==> config.mk <==
export PLATFORM = sky130hd
export DESIGN_NAME = srst_ctrl_reg
export DESIGN_NICKNAME = d
export VERILOG_FILES = /design/src/rtl/srst_pkg.sv /design/src/rtl/srst_timer.sv /design/src/rtl/srst_seq.sv /design/src/rtl/srst_regif.sv /design/src/rtl/srst_ctrl_reg.sv
export SDC_FILE = /design/constraint.sdc
export NUM_CORES = 1
export LEC_CHECK = 0
export BUFFER_PORTS_ARGS = -buffer_cell sky130_fd_sc_hd__buf_4
export CAP_MARGIN = 30
export CORE_UTILIZATION = 35
export CTS_CLUSTER_SIZE = 20
export DETAILED_ROUTE_END_ITERATION = 16
export GPL_ROUTABILITY_DRIVEN = 0
export HOLD_SLACK_MARGIN = 0.03
export PLACE_DENSITY = 0.75
export SYNTH_ARGS = -nofsm -noshare
export SYNTH_HDL_FRONTEND = slang
export SYNTH_SLANG_ARGS = --single-unit
==> constraint.sdc <==
create_clock -name clk -period 2.1 [get_ports clk]
set_clock_uncertainty 0.1 [all_clocks]
set_input_delay 0.42 -clock clk [delete_from_list [all_inputs] [get_ports clk]]
set_output_delay 0.42 -clock clk [all_outputs]
set_load 0.005 [all_outputs]
==> src/rtl/srst_pkg.sv <==
package srst_pkg;
  localparam int REG_BYTE_OFS  = 'h010;
  localparam int BIT_REQ       = 0;
  localparam int BIT_DONE      = 29;
  localparam int BIT_DMA       = 30;
  localparam int BIT_IDLE      = 31;
  localparam int WORD_W        = 32;
  localparam logic [15:0] REV_STICKY_DONE = 16'h420A;
endpackage

==> src/rtl/srst_timer.sv <==
module srst_timer #(
  parameter int RST_CYCLES = 8
) (
  input  logic clk,
  input  logic rst_n,
  input  logic load,
  output logic busy,
  output logic last
);
  localparam int CNT_W = $clog2(RST_CYCLES + 1);
  localparam logic [CNT_W-1:0] LOAD_VAL = CNT_W'(RST_CYCLES - 1);

  logic [CNT_W-1:0] cnt_q, cnt_d;
  logic             busy_q, busy_d;
  logic             cnt_en;

  assign last = busy_q && (cnt_q == '0);
  assign busy = busy_q;

  always_comb begin
    cnt_en = load || busy_q;
    cnt_d  = cnt_q;
    busy_d = busy_q;
    if (load) begin
      cnt_d  = LOAD_VAL;
      busy_d = 1'b1;
    end else if (busy_q) begin
      if (cnt_q == '0) busy_d = 1'b0;
      else             cnt_d  = cnt_q - 1'b1;
    end
  end

  always_ff @(posedge clk or negedge rst_n) begin
    if (!rst_n) begin
      cnt_q  <= '0;
      busy_q <= 1'b0;
    end else if (cnt_en) begin
      cnt_q  <= cnt_d;
      busy_q <= busy_d;
    end
  end
endmodule

==> src/rtl/srst_seq.sv <==
module srst_seq #(
  parameter bit NEW_FLOW = 1'b1
) (
  input  logic clk,
  input  logic rst_n,
  input  logic wr_hit,
  input  logic wr_req,
  input  logic wr_ack,
  input  logic busy,
  input  logic last,
  output logic start,
  output logic req,
  output logic done
);
  logic req_q, req_d;

  assign start = wr_hit && wr_req && !req_q;
  assign req   = req_q;

  always_comb begin
    req_d = req_q;
    if (start)              req_d = 1'b1;
    else if (last)          req_d = NEW_FLOW;
    else if (wr_hit && !busy) req_d = wr_req;
  end

  always_ff @(posedge clk or negedge rst_n) begin
    if (!rst_n) req_q <= 1'b0;
    else        req_q <= req_d;
  end

  generate
    if (NEW_FLOW) begin : g_sticky
      logic done_q, done_d, done_en;
      always_comb begin
        done_en = start || last || (wr_hit && wr_ack);
        done_d  = done_q;
        if (start)                done_d = 1'b0;
        else if (last)            done_d = 1'b1;
        else if (wr_hit && wr_ack) done_d = 1'b0;
      end
      always_ff @(posedge clk or negedge rst_n) begin
        if (!rst_n)       done_q <= 1'b0;
        else if (done_en) done_q <= done_d;
      end
      assign done = done_q;
    end else begin : g_selfclear
      assign done = 1'b0;
    end
  endgenerate
endmodule

==> src/rtl/srst_regif.sv <==
module srst_regif
  import srst_pkg::*;
#(
  parameter int ADDR_W = 12
) (
  input  logic              clk,
  input  logic              rst_n,
  input  logic [ADDR_W-1:0] bus_addr,
  input  logic              bus_we,
  input  logic              bus_re,
  input  logic              req,
  input  logic              done,
  input  logic              idle,
  input  logic              dma_req,
  output logic              wr_hit,
  output logic [WORD_W-1:0] bus_rdata
);
  localparam logic [ADDR_W-1:0] MY_ADDR = ADDR_W'(REG_BYTE_OFS);

  logic              sel;
  logic [WORD_W-1:0] word, rdata_q, rdata_d;

  assign sel    = (bus_addr == MY_ADDR);
  assign wr_hit = bus_we && sel;

  always_comb begin
    word           = '0;
    word[BIT_REQ]  = req;
    word[BIT_DONE] = done;
    word[BIT_DMA]  = dma_req;
    word[BIT_IDLE] = idle;
    rdata_d        = sel ? word : '0;
  end

  always_ff @(posedge clk or negedge rst_n) begin
    if (!rst_n)      rdata_q <= '0;
    else if (bus_re) rdata_q <= rdata_d;
  end

  assign bus_rdata = rdata_q;
endmodule

==> src/rtl/srst_ctrl_reg.sv <==
module srst_ctrl_reg
  import srst_pkg::*;
#(
  parameter int          ADDR_W     = 12,
  parameter int          RST_CYCLES = 8,
  parameter logic [15:0] CORE_REV   = 16'h420A
) (
  input  logic              clk,
  input  logic              rst_n,
  input  logic [ADDR_W-1:0] bus_addr,
  input  logic [31:0]       bus_wdata,
  input  logic              bus_we,
  input  logic              bus_re,
  output logic [31:0]       bus_rdata,
  input  logic              xfer_active,
  input  logic              dma_req,
  output logic              core_srst
);
  localparam bit NEW_FLOW = (CORE_REV >= REV_STICKY_DONE);

  logic wr_hit, start, busy, last, req, done, idle;

  assign idle      = busy || !xfer_active;
  assign core_srst = busy;

  srst_regif #(.ADDR_W(ADDR_W)) u_regif (
    .clk(clk), .rst_n(rst_n), .bus_addr(bus_addr), .bus_we(bus_we),
    .bus_re(bus_re), .req(req), .done(done), .idle(idle),
    .dma_req(dma_req), .wr_hit(wr_hit), .bus_rdata(bus_rdata)
  );

  srst_seq #(.NEW_FLOW(NEW_FLOW)) u_seq (
    .clk(clk), .rst_n(rst_n), .wr_hit(wr_hit),
    .wr_req(bus_wdata[BIT_REQ]), .wr_ack(bus_wdata[BIT_DONE]),
    .busy(busy), .last(last), .start(start), .req(req), .done(done)
  );

  srst_timer #(.RST_CYCLES(RST_CYCLES)) u_timer (
    .clk(clk), .rst_n(rst_n), .load(start), .busy(busy), .last(last)
  );
endmodule

## Word-level counts from Yosys, hierarchy flattened

Cells that the tools add are included.

| storage, ports and cells | value |
|---|---|
| bits in registers | 39 |
| bits of input ports | 50 |
| output and inout port bits | 33 |
| word-level logic and storage cells | 40 |

| cells by class | value |
|---|---|
| add/sub/neg operators | 1 |
| equal/unequal tests | 2 |
| muxes and demuxes | 13 |
| reduce and logical (&&, ||, !) cells | 19 |

Operators by type and width:

| kind | count |
|---|---|
| two-way mux 32 bit | 1 |
| equality test 12 x 5 -> 1 bit (second input constant) | 1 |
| two-way mux 4 bit | 3 |
| two-way mux 1 bit | 9 |
| logical AND 1 bit | 6 |
| nonzero test 3 bit | 2 |
| zero test 4 bit | 1 |
| logical OR 1 bit | 4 |
| subtractor 4 x 1 -> 4 bit (second input constant) | 1 |
| zero test 1 bit | 3 |
| AND reduction 3 bit | 1 |
| inequality test 2 bit (second input constant) | 1 |
| AND reduction 2 bit | 1 |
| nonzero test 2 bit | 1 |

## Logic depth before layout (Yosys ltp)

Gate-level depths: netlist of run 1.

| depth | value |
|---|---|
| word-level depth | 7 |
| mapped depth | 5 |
| mapped depth without buffers | 5 |

## Cells and area by module

From an unflattened synthesis of run 1, not the netlist that was laid out.

| unflattened totals | value |
|---|---|
| cells, all modules | 90 |
| area total of the unflattened synthesis | 802.0 um^2 |

Modules (own cells, without submodules):

| module | times used | cells an instance | area an instance (um^2) | sequential area each (um^2) |
|---|---|---|---|---|
| srst_regif | 1 | 52 | 426.7 | 100.1 |
| srst_timer | 1 | 25 | 272.8 | 125.1 |
| srst_seq | 1 | 12 | 96.3 | 50.0 |
| srst_ctrl_reg | 1 | 1 | 6.3 | 0.0 |

## Worst setup path after synthesis of run 1

Ideal clock, no wire load.

| timing path | value |
|---|---|
| path kind | input-to-reg |
| start point | in bus_addr[1] |
| end point | reg u_seq.g_sticky.done_q (netlist: u_seq.done) |
| setup time | 132 ps |
| arrival | 1669 ps |
| required time | 1868 ps |
| setup slack | 199 ps |
| stages on the path | 3 |
| buffers on the path | 0 |
| cells stage by stage | or4b_4 -> or4_4 -> a21boi_2 |

| between the ends | value |
|---|---|
| word-level cells in the longest chain between the ends | 7 |
| elaborated cells between the ends (all ways) | 10 |
| those cells by class | eq/ne (1); mux (1); reduce/logical (8) |

Ends and longest elaborated chain:

| what | line | RTL |
|---|---|---|
| start: declaration | srst_ctrl_reg.sv:10 | `input logic [ADDR_W-1:0] bus_addr,` |
| equality test 12 x 5 -> 1 bit * | srst_regif.sv:23 | `assign sel = (bus_addr == MY_ADDR);` |
| logical AND 1 bit * | srst_regif.sv:24 | `assign wr_hit = bus_we && sel;` |
| logical AND 1 bit (2 in a row) | srst_seq.sv:17 | `assign start = wr_hit && wr_req && !req_q;` |
| logical OR 1 bit (2 in a row) | srst_seq.sv:36 | `done_en = start \|\| last \|\| (wr_hit && wr_ack);` |
| AND reduction 2 bit (no line) | -- |  |
| end signal: assignment | srst_seq.sv:44 | `else if (done_en) done_q <= done_d;` |
| end: declaration | srst_seq.sv:34 | `logic done_q, done_d, done_en;` |

Mark *: on every way between the ends. The rest lies on a longest branch, timed or not.
A chain may end at the register's enable or synchronous reset.

## Worst setup path after layout of run 1

| timing path | value |
|---|---|
| start point | in bus_addr[11] |
| end point | reg u_seq.g_sticky.done_q (netlist: u_seq.done) |

Same word-level chain as after synthesis.

==> reports/results.ini, run 1 <==
[setup_path]
critPathKind=in -> reg
critical_path_end_type=register
startpoint_type=input pin
crit_path_max_fo=6
worst_ep_required_time_ps=2150
arrival_ps=1810

[placed_design]
dp_worst_setup_slack_ps=54.58
placedCellCount=140
port_buffers=24
hpwl_mm=1.229

[run]
maxCapViolCount=0

[layout]
final_cells=145
multiInputGateArea_um2=429.2
antenna_cells_inserted=0
nets=170
area_overhead_of_the_layout_relative_to_synthesis_pct=18.21
n_fill_cell=218
layout_cells_sized_above_1_pct=29.06
layout.area.seq_um2=275.3

[drt]
drcViolationCount=0
post_route_ant_nets=0
dr_total_vias=647
drtIter0Drc=9
wirelength_mm=1.512
routed_via_density=4.462
firstDrtPassIters=4
wire_per_inst_um=10.43

[floorplan]
rows=17
design.die.area_um2=2554
core_area_um2=2212
initial_utilization_pct=37.27
number_of_i_o_pins=83
fp.dieH_um=50.54
die_w_um=50.54

[global_route]
grt_usage_pct=13.12
grt_antenna_before_repair=0
grt.overflow.total=0
vias_in_the_first_global_route=555
grt_max_degree=12
global_route_wire_length_before_repair_mm=2.442

[pwr]
sequentialPowerShare_pct=51.4
combinationalPowerShare_pct=13.5
netSwitchingFraction_pct=24.20
power.static_leakage_nw=0.5202
internal_power_w=0.0003126
clockPowerShare_pct=35.1
netSwitchingPower_w=0.00009983
pwr_density_cell_nw_per_um2=423.2
peakVddDrop_v=0.0002501

[sta]
tightest_slew_ps=596.1
slew_viol_final=0
fin_crit_sh_pct=83.78
layout_setup_ws_ps=340.6
setup_violations=0
timing.setup.tns_ps=0
timing.final.crit_period_ps=1759
maxClockFrequency_mhz=568.4
worst_hold_slack_ps=298.4
unrepaired_setup_endpoints_after_global_routing=false
final-hold-violation-count=0
relSlewSlack_pct=59.89

[synth]
netlist.area_leader.share_pct=33.38
ys_async_sr_fraction_pct=100.0
yosys.cell_types.count=28
postSynthCellCount=88
largest_cells_by_area_after_synthesis=sky130_fd_sc_hd__dfrtp_1 33%, sky130_fd_sc_hd__buf_4 25%, sky130_fd_sc_hd__a41o_1 4.9%
synth_enable_flop_cells=0
yosysSeqAreaShare_pct=33.38
synthesis_warning_total=0
synth.cell_area_um2=824.5
post_synthesis_cell_type_with_the_largest_combined_area=sky130_fd_sc_hd__dfrtp_1
yosys_most_used_dff=sky130_fd_sc_hd__dfrtp_1
yosys_register_bits=11
syn_area_per_cell_um2=9.370

[clock_network]
cts_tree=yes
cts.root.buffer_cell=sky130_fd_sc_hd__clkbuf_4
insertion_delay_ps=260
clkTransAtPathRegs_ps=70
tritoncts.num_buffers=3
max_clock_buf_depth=2
cts.sink_count=11
cts.repair_timing.setup_buffer_count=0
cts_max_level=1

[min_path]
hold_path_class=in -> reg

[status]
run_status=finished clean

[power by group through the flow]
stage	Combinational (W)	Clock (W)	Sequential, W
3_5_place_dp	0.0000539	0	0.000216
2_1_floorplan	0.0000547	0	0.000216
3_3_place_gp	0.0000522	0	0.000216
6_report	0.0000556	0.000145	0.000212
5_1_grt	0.0000637	0.000163	0.000212
4_1_cts	0.0000554	0.000152	0.000212
[stage by stage]
stage,cell area (um^2),util [%],power [W]
3_3_place_gp,938.4,42.42,0.0002684
5_1_grt,974.7,44.06,0.0004385
3_5_place_dp,938.4,42.42,0.0002700
2_1_floorplan,925.9,-,0.0002709
4_1_cts,974.7,44.06,0.0004193
6_report,974.7,44.06,0.0004125
[path summary, 6_finish.rpt]
check                                      start               endpoint  slack [ps]  cells past startpoint
max in group asynchronous                  rst_n       u_timer.cnt_q[0]        1320                      2
worst min-delay path                     dma_req  u_regif.bus_rdata[30]         300                      2
worst max register to register  u_timer.cnt_q[0]       u_timer.cnt_q[0]         430                      5
worst min register to register        u_seq.done  u_regif.bus_rdata[29]         440                      1
min in group asynchronous                  rst_n           u_timer.busy         420                      2
worst max-delay path                bus_addr[11]             u_seq.done         340                      4
[layout make-up]
class	instances	area share (%)
Clock buffer	4	2.696
Multi-Input combinational cell	73	44.03
Sequential cell	11	28.24
Inverter	3	1.155
Tap cell	28	3.594
Timing Repair Buffer	26	20.28
[layer usage]
layer,routed length [um],track usage (%),up-vias
li1,-,-,313
met1,602,15.79,297
met2,768,22.00,35
met3,125,2.424,2
met4,15,6.944,0
met5,0,0,-
[Yosys cell counts, types with 3 or more instances]
cell and count:
sky130_fd_sc_hd__dfrtp_1 11, sky130_fd_sc_hd__nor2b_1 5, sky130_fd_sc_hd__inv_1 3, sky130_fd_sc_hd__buf_4 28, sky130_fd_sc_hd__a41o_1 4, sky130_fd_sc_hd__nand2_1 7
[cells in the final DEF, fill, tap and decap left out, types with 3 or more instances in the layout]
cell	n
sky130_fd_sc_hd__buf_4	25
sky130_fd_sc_hd__inv_1	3
sky130_fd_sc_hd__conb_1	28
sky130_fd_sc_hd__clkbuf_4	3
sky130_fd_sc_hd__nand2_1	7
sky130_fd_sc_hd__a41o_1	4
sky130_fd_sc_hd__dfrtp_1	11
sky130_fd_sc_hd__nor2b_1	5
[sequential cells by signal, summed over array words and instances (netlist names)]
register / cells
u_regif.bus_rdata: 4
u_timer.cnt_q: 4
u_seq.done: 1
u_seq.req: 1
u_timer.busy: 1
[critical path: stages]
cell	delay (ps)
sky130_fd_sc_hd__buf_4	110
sky130_fd_sc_hd__or4_4	560
sky130_fd_sc_hd__or4_4	540
sky130_fd_sc_hd__a21boi_2	180
[repair_timing]
item,4_1_cts,5_1_grt
hold buffers,1,0
endpoints found under the hold margin,11,0
gates resized for setup,0,0
[kinds of logic (layout without fill, tap and decap cells)]
group | after synthesis | after routing | share of synthesized area (%)
buffers and inverters | 31 | 33 | 26.86
AND/OR/NAND/NOR | 31 | 31 | 23.83
other | 1 | 28 | 0.4548
adder cells (fa/ha/maj) | 2 | 2 | 3.034
multiplexers | 1 | 1 | 1.366
flip-flops | 11 | 11 | 33.38
AO/OA/AOI/OAI | 11 | 11 | 11.08
Note: power is estimated with default switching activity, not from simulation.
==> run 2: changes to the inputs <==
==> constraint.sdc (replaced) <==
create_clock -name clk -period 1.7 [get_ports clk]
set_clock_uncertainty 0.1 [all_clocks]
set_input_delay 0.34 -clock clk [delete_from_list [all_inputs] [get_ports clk]]
set_output_delay 0.34 -clock clk [all_outputs]
set_load 0.005 [all_outputs]
==> run 2 against run 1 <==
Critical path depth unchanged. Clock-buffer cell count unchanged. Final cell count up 3.4%. Non-clock buffer count up 5. Setup slack worse by 320 ps. Die area unchanged. Cell area up 5.5%. Sequential power up 24%. Hold slack worse by 71 ps. Register-to-register slack worse by 350 ps.
==> reports/results.ini, run 2 (synthesis results as in run 1) <==
[clock_network]
clkTransAtPathRegs_ps=70  ; about the same
cts.root.buffer_cell=sky130_fd_sc_hd__clkbuf_4
cts_max_level=1  ; unchanged
insertion_delay_ps=260  ; about the same
max_clock_buf_depth=2  ; unchanged
tritoncts.num_buffers=3  ; unchanged
cts_tree=yes
cts.sink_count=11  ; unchanged

[sta]
unrepaired_setup_endpoints_after_global_routing=false
setup_violations=0  ; unchanged
slew_viol_final=0  ; unchanged
timing.final.crit_period_ps=1676
maxClockFrequency_mhz=596.8
final-hold-violation-count=0  ; unchanged
layout_setup_ws_ps=24.26  ; -316.3 ps
fin_crit_sh_pct=98.57
worst_hold_slack_ps=227.8  ; -70.51 ps

[global_route]
grt_max_degree=12  ; unchanged
global_route_wire_length_before_repair_mm=2.435  ; -0.29%
grt_usage_pct=12.71  ; -0.41 points
grt.overflow.total=0  ; unchanged
grt_antenna_before_repair=0  ; unchanged
vias_in_the_first_global_route=556  ; +0.18%

[setup_path]
startpoint_type=input pin
arrival_ps=1720  ; -90 ps
critical_path_end_type=register
crit_path_max_fo=6  ; unchanged
critPathKind=in -> reg
worst_ep_required_time_ps=1750  ; -400 ps

[pwr]
power.static_leakage_nw=0.5498  ; +5.7%
peakVddDrop_v=0.0005666  ; +130%
pwr_density_cell_nw_per_um2=496.0  ; +17%

[drt]
routed_via_density=4.367  ; -2.1%
post_route_ant_nets=0  ; unchanged
dr_total_vias=655  ; +1.2%
wire_per_inst_um=10.03  ; -3.8%
drcViolationCount=0  ; unchanged
firstDrtPassIters=4  ; unchanged
met1Wirelength_um=627  ; +4.2%
drtIter0Drc=6  ; -3
detailroute.wirelength.met3_um=126  ; +0.80%
met2_length_um=750  ; -2.3%
dr.max_layer_used=met3
wirelength_mm=1.505  ; -0.46%

[layout]
final_common_cell=sky130_fd_sc_hd__buf_4
layout_cells_sized_above_1_pct=35.25  ; +6.2 points
nets=175  ; +2.9%
antenna_cells_inserted=0  ; unchanged
layout.cells.most_common_list=30 x sky130_fd_sc_hd__buf_4, 28 x sky130_fd_sc_hd__conb_1, 11 x sky130_fd_sc_hd__dfrtp_1
area_overhead_of_the_layout_relative_to_synthesis_pct=24.73

[min_path]
hold_path_class=in -> reg

[floorplan]
number_of_i_o_pins=83  ; unchanged
die_w_um=50.54  ; unchanged
initial_utilization_pct=37.27  ; unchanged
design.die.area_um2=2554  ; unchanged
fp.dieH_um=50.54  ; unchanged
rows=17  ; unchanged
core_area_um2=2212  ; unchanged

[placed_design]
hpwl_mm=1.241  ; +0.98%
dp_worst_setup_slack_ps=-264.4  ; -319.0 ps
port_buffers=24  ; unchanged

[run]
maxCapViolCount=0  ; unchanged

[status]
run_status=finished clean

run 2: power by group:
group	internal, W	leakage (nW)	switching, W	total [W]
clock	0.0000907	0.0150	0.0000862	0.000177
sequential	0.000262	0.143	0.000000214	0.000262
combinational	0.0000361	0.391	0.0000352	0.0000713
total	0.000389	0.550	0.000122	0.000510
run 2: what timing repair did:
action,in CTS,in global routing
setup buffers,0,1
setup endpoints to repair,0,2
hold buffers,1,0
gates resized for setup,0,5
endpoints found under the hold margin,11,0
run 2: layout make-up:
| cell class | instances | area (um^2) |
|---|---|---|
| Timing Repair Buffer | 31 | 235.2 |
| Clock buffer | 4 | 26.28 |
| Inverter | 3 | 11.26 |
| Fill cell | 224 | 1184 |
| Multi-Input combinational cell | 73 | 445.4 |
| Sequential cell | 11 | 275.3 |
| Tap cell | 28 | 35.03 |
run 2: worst max-delay path, stage by stage:
cell	delay, ps
sky130_fd_sc_hd__buf_4	110
sky130_fd_sc_hd__or4_4	530
sky130_fd_sc_hd__or4_4	570
sky130_fd_sc_hd__a21boi_2	180
run 2: path summary, 6_finish.rpt:
kind	slack (ps)	to	start	cells past startpoint
max	20	u_seq.done	bus_addr[11]	4
min	230	u_regif.bus_rdata[30]	dma_req	2
max reg2reg	80	u_timer.cnt_q[3]	u_timer.cnt_q[1]	4
min reg2reg	450	u_regif.bus_rdata[0]	u_seq.req	1
max in group asynchronous	1010	u_timer.cnt_q[0]	rst_n	2
min in group asynchronous	340	u_timer.cnt_q[3]	rst_n	2
run 2: per-stage QoR:
stage,TNS [ps],utilization [%],instances,power (W),instance area [um^2]
3_3_place_gp,-1282,43.78,144,0.0003340,968.4
5_1_grt,0,46.49,150,0.0005455,1028
3_5_place_dp,-1423,43.78,144,0.0003357,968.4
4_1_cts,0,45.42,149,0.0005155,1005
6_report,0,46.49,150,0.0005102,1028
2_1_floorplan,-222.3,-,115,0.0003346,925.9
run 2: routing by layer:
| layer | vias to the layer above | GRT usage [%] |
|---|---|---|
| li1 | 322 | - |
| met1 | 300 | 15.86 |
| met2 | 33 | 20.67 |
| met3 | 0 | 5.758 |
| met4 | 0 | 1.389 |
| met5 | - | 0 |
==> run 3: changes to the inputs <==
--- a/config.mk
+++ b/config.mk
@@ -5,14 +5,14 @@
 export SDC_FILE = /design/constraint.sdc
 export NUM_CORES = 1
 export LEC_CHECK = 0
-export BUFFER_PORTS_ARGS = -buffer_cell sky130_fd_sc_hd__buf_4
 export CAP_MARGIN = 30
-export CORE_UTILIZATION = 35
+export CORE_UTILIZATION = 45
 export CTS_CLUSTER_SIZE = 20
 export DETAILED_ROUTE_END_ITERATION = 16
+export DONT_BUFFER_PORTS = 1
 export GPL_ROUTABILITY_DRIVEN = 0
 export HOLD_SLACK_MARGIN = 0.03
-export PLACE_DENSITY = 0.75
+export PLACE_DENSITY = 0.56
 export SYNTH_ARGS = -nofsm -noshare
 export SYNTH_HDL_FRONTEND = slang
 export SYNTH_SLANG_ARGS = --single-unit
==> run 3 against run 2 <==
Register-to-register slack got worse by 20 ps. Via count fell by 12%. First-iteration DRC count rose to 2.5 times the previous value. Routed wire length fell by 10%. Core utilization rose by 1.4 points. Setup slack improved by 36 ps. Critical path depth rose by 1. Die area fell by 21%. Hold slack got worse by 99 ps. Fmax rose by 2.2%. Largest cell class unchanged. Highest routed layer is now met4.
==> reports/results.ini, run 3 (synthesis results as in run 1) <==
[status]
run_status=finished clean

[layout]
layout_cells_sized_above_1_pct=17.53  ; -18 points
layout.cells.most_common_list=28 x sky130_fd_sc_hd__conb_1, 11 x sky130_fd_sc_hd__dfrtp_1, 7 x sky130_fd_sc_hd__nand2_1
nets=150  ; -14%
final_common_cell=sky130_fd_sc_hd__conb_1
n_fill_cell=184  ; -18%
layout.area.seq_um2=275.3  ; unchanged
antenna_cells_inserted=0  ; unchanged
area_overhead_of_the_layout_relative_to_synthesis_pct=0.3034
multiInputGateArea_um2=435.4  ; -2.2%

[clock_network]
cts.repair_timing.setup_buffer_count=0  ; unchanged
insertion_delay_ps=280  ; +20 ps
cts.sink_count=11  ; unchanged
max_clock_buf_depth=2  ; unchanged
cts.root.buffer_cell=sky130_fd_sc_hd__clkbuf_4
cts_max_level=1  ; unchanged
clkTransAtPathRegs_ps=70  ; about the same
tritoncts.num_buffers=3  ; unchanged
cts_tree=yes

[setup_path]
worst_ep_required_time_ps=1760  ; about the same
critical_path_end_type=register
startpoint_type=register
critPathKind=reg -> reg
arrival_ps=1700  ; -20 ps
crit_path_max_fo=4  ; -2

[run]
maxCapViolCount=0  ; unchanged

[sta]
setup_violations=0  ; unchanged
final-hold-violation-count=0  ; unchanged
worst_hold_slack_ps=128.9  ; -98.93 ps
timing.final.crit_period_ps=1640  ; -36.23 ps
fin_crit_sh_pct=96.44  ; -2.1 points
maxClockFrequency_mhz=609.9  ; +2.2%
slew_viol_final=0  ; unchanged

[drt]
drcViolationCount=0  ; unchanged
wirelength_mm=1.355  ; -10%
routed_via_density=4.738  ; +8.5%
drtIter0Drc=15  ; +9
post_route_ant_nets=0  ; unchanged
dr_total_vias=578  ; -12%
firstDrtPassIters=4  ; unchanged
wire_per_inst_um=11.11  ; +11%

[floorplan]
number_of_i_o_pins=83  ; unchanged
design.die.area_um2=2007  ; -21%
rows=15  ; -2
core_area_um2=1727  ; -22%
die_w_um=44.81  ; -11%
fp.dieH_um=44.81  ; -11%
initial_utilization_pct=47.75  ; +10 points

[global_route]
global_route_wire_length_before_repair_mm=2.056  ; -16%
grt_max_degree=12  ; unchanged
grt_usage_pct=14.84  ; +2.1 points
vias_in_the_first_global_route=474  ; -15%
grt_antenna_before_repair=0  ; unchanged
grt.overflow.total=0  ; unchanged

[pwr]
pwr_density_cell_nw_per_um2=578.9  ; +17%
power.static_leakage_nw=0.4209  ; -23%
power_total_w=0.0004788  ; -6.2%
peakVddDrop_v=0.0004616  ; -19%

[min_path]
hold_path_class=in -> reg

[placed_design]
port_buffers=0  ; -100%
hpwl_mm=1.015  ; -18%

run 3: worst max-delay path, stage by stage (launching register included):
cell and delay (ps):
sky130_fd_sc_hd__dfrtp_1 420, sky130_fd_sc_hd__inv_2 90, sky130_fd_sc_hd__ha_2 200, sky130_fd_sc_hd__or3b_2 480, sky130_fd_sc_hd__a21oi_2 140, sky130_fd_sc_hd__o21ai_0 90
run 3: area by class of cell:
type / count / area share, %
inverters: 3 / 1.362
flip-flops and latches: 11 / 33.28
repair buffers: 6 / 5.749
well taps: 25 / 3.782
clock buffers: 4 / 3.177
multi-input cells: 73 / 52.65
run 3: power breakdown:
part / internal (W) / leakage (nW) / switching [W]
clock: 0.0000911 / 0.0150 / 0.0000929
sequential: 0.000262 / 0.143 / 0.000000190
combinational: 0.00000881 / 0.263 / 0.0000241
run 3: worst paths after layout:
path / start / endpoint / slack [ps] / depth (start not counted)
setup / recovery: u_timer.cnt_q[0] / u_timer.cnt_q[0] / 60 / 5
hold / removal: dma_req / u_regif.bus_rdata[30] / 130 / 1
setup reg to reg: u_timer.cnt_q[0] / u_timer.cnt_q[0] / 60 / 5
hold reg to reg: u_seq.done / u_regif.bus_rdata[29] / 440 / 1
max in group asynchronous: rst_n / u_regif.bus_rdata[30] / 810 / 1
min in group asynchronous: rst_n / u_seq.done / 350 / 1
run 3: per-layer routing:
metal	up-vias	track usage (%)	wire [um]
met5	-	0	0
met4	0	10.91	39
met3	5	4.000	140
met2	40	21.76	613
met1	259	18.69	562
li1	274	-	-
run 3: what timing repair did:
item	in CTS	in global routing
hold buffers	1	0
gates resized for setup	0	3
hold endpoints to repair	11	0
endpoints found under the setup margin	0	1
run 3: stage by stage:
stage	cells	TNS [ps]	cell area (um^2)	utilization, %	setup WS, ps
after floorplan	115	-222.3	925.9	-	-119.2
after global placement	117	-408.2	784.5	45.43	-140.9
after detailed placement	117	-432.4	784.5	45.43	-143.1
after CTS	122	0	820.8	47.54	52.84
after global routing	122	-7.047	827.0	47.90	-7.047
final	122	0	827.0	47.90	60.49
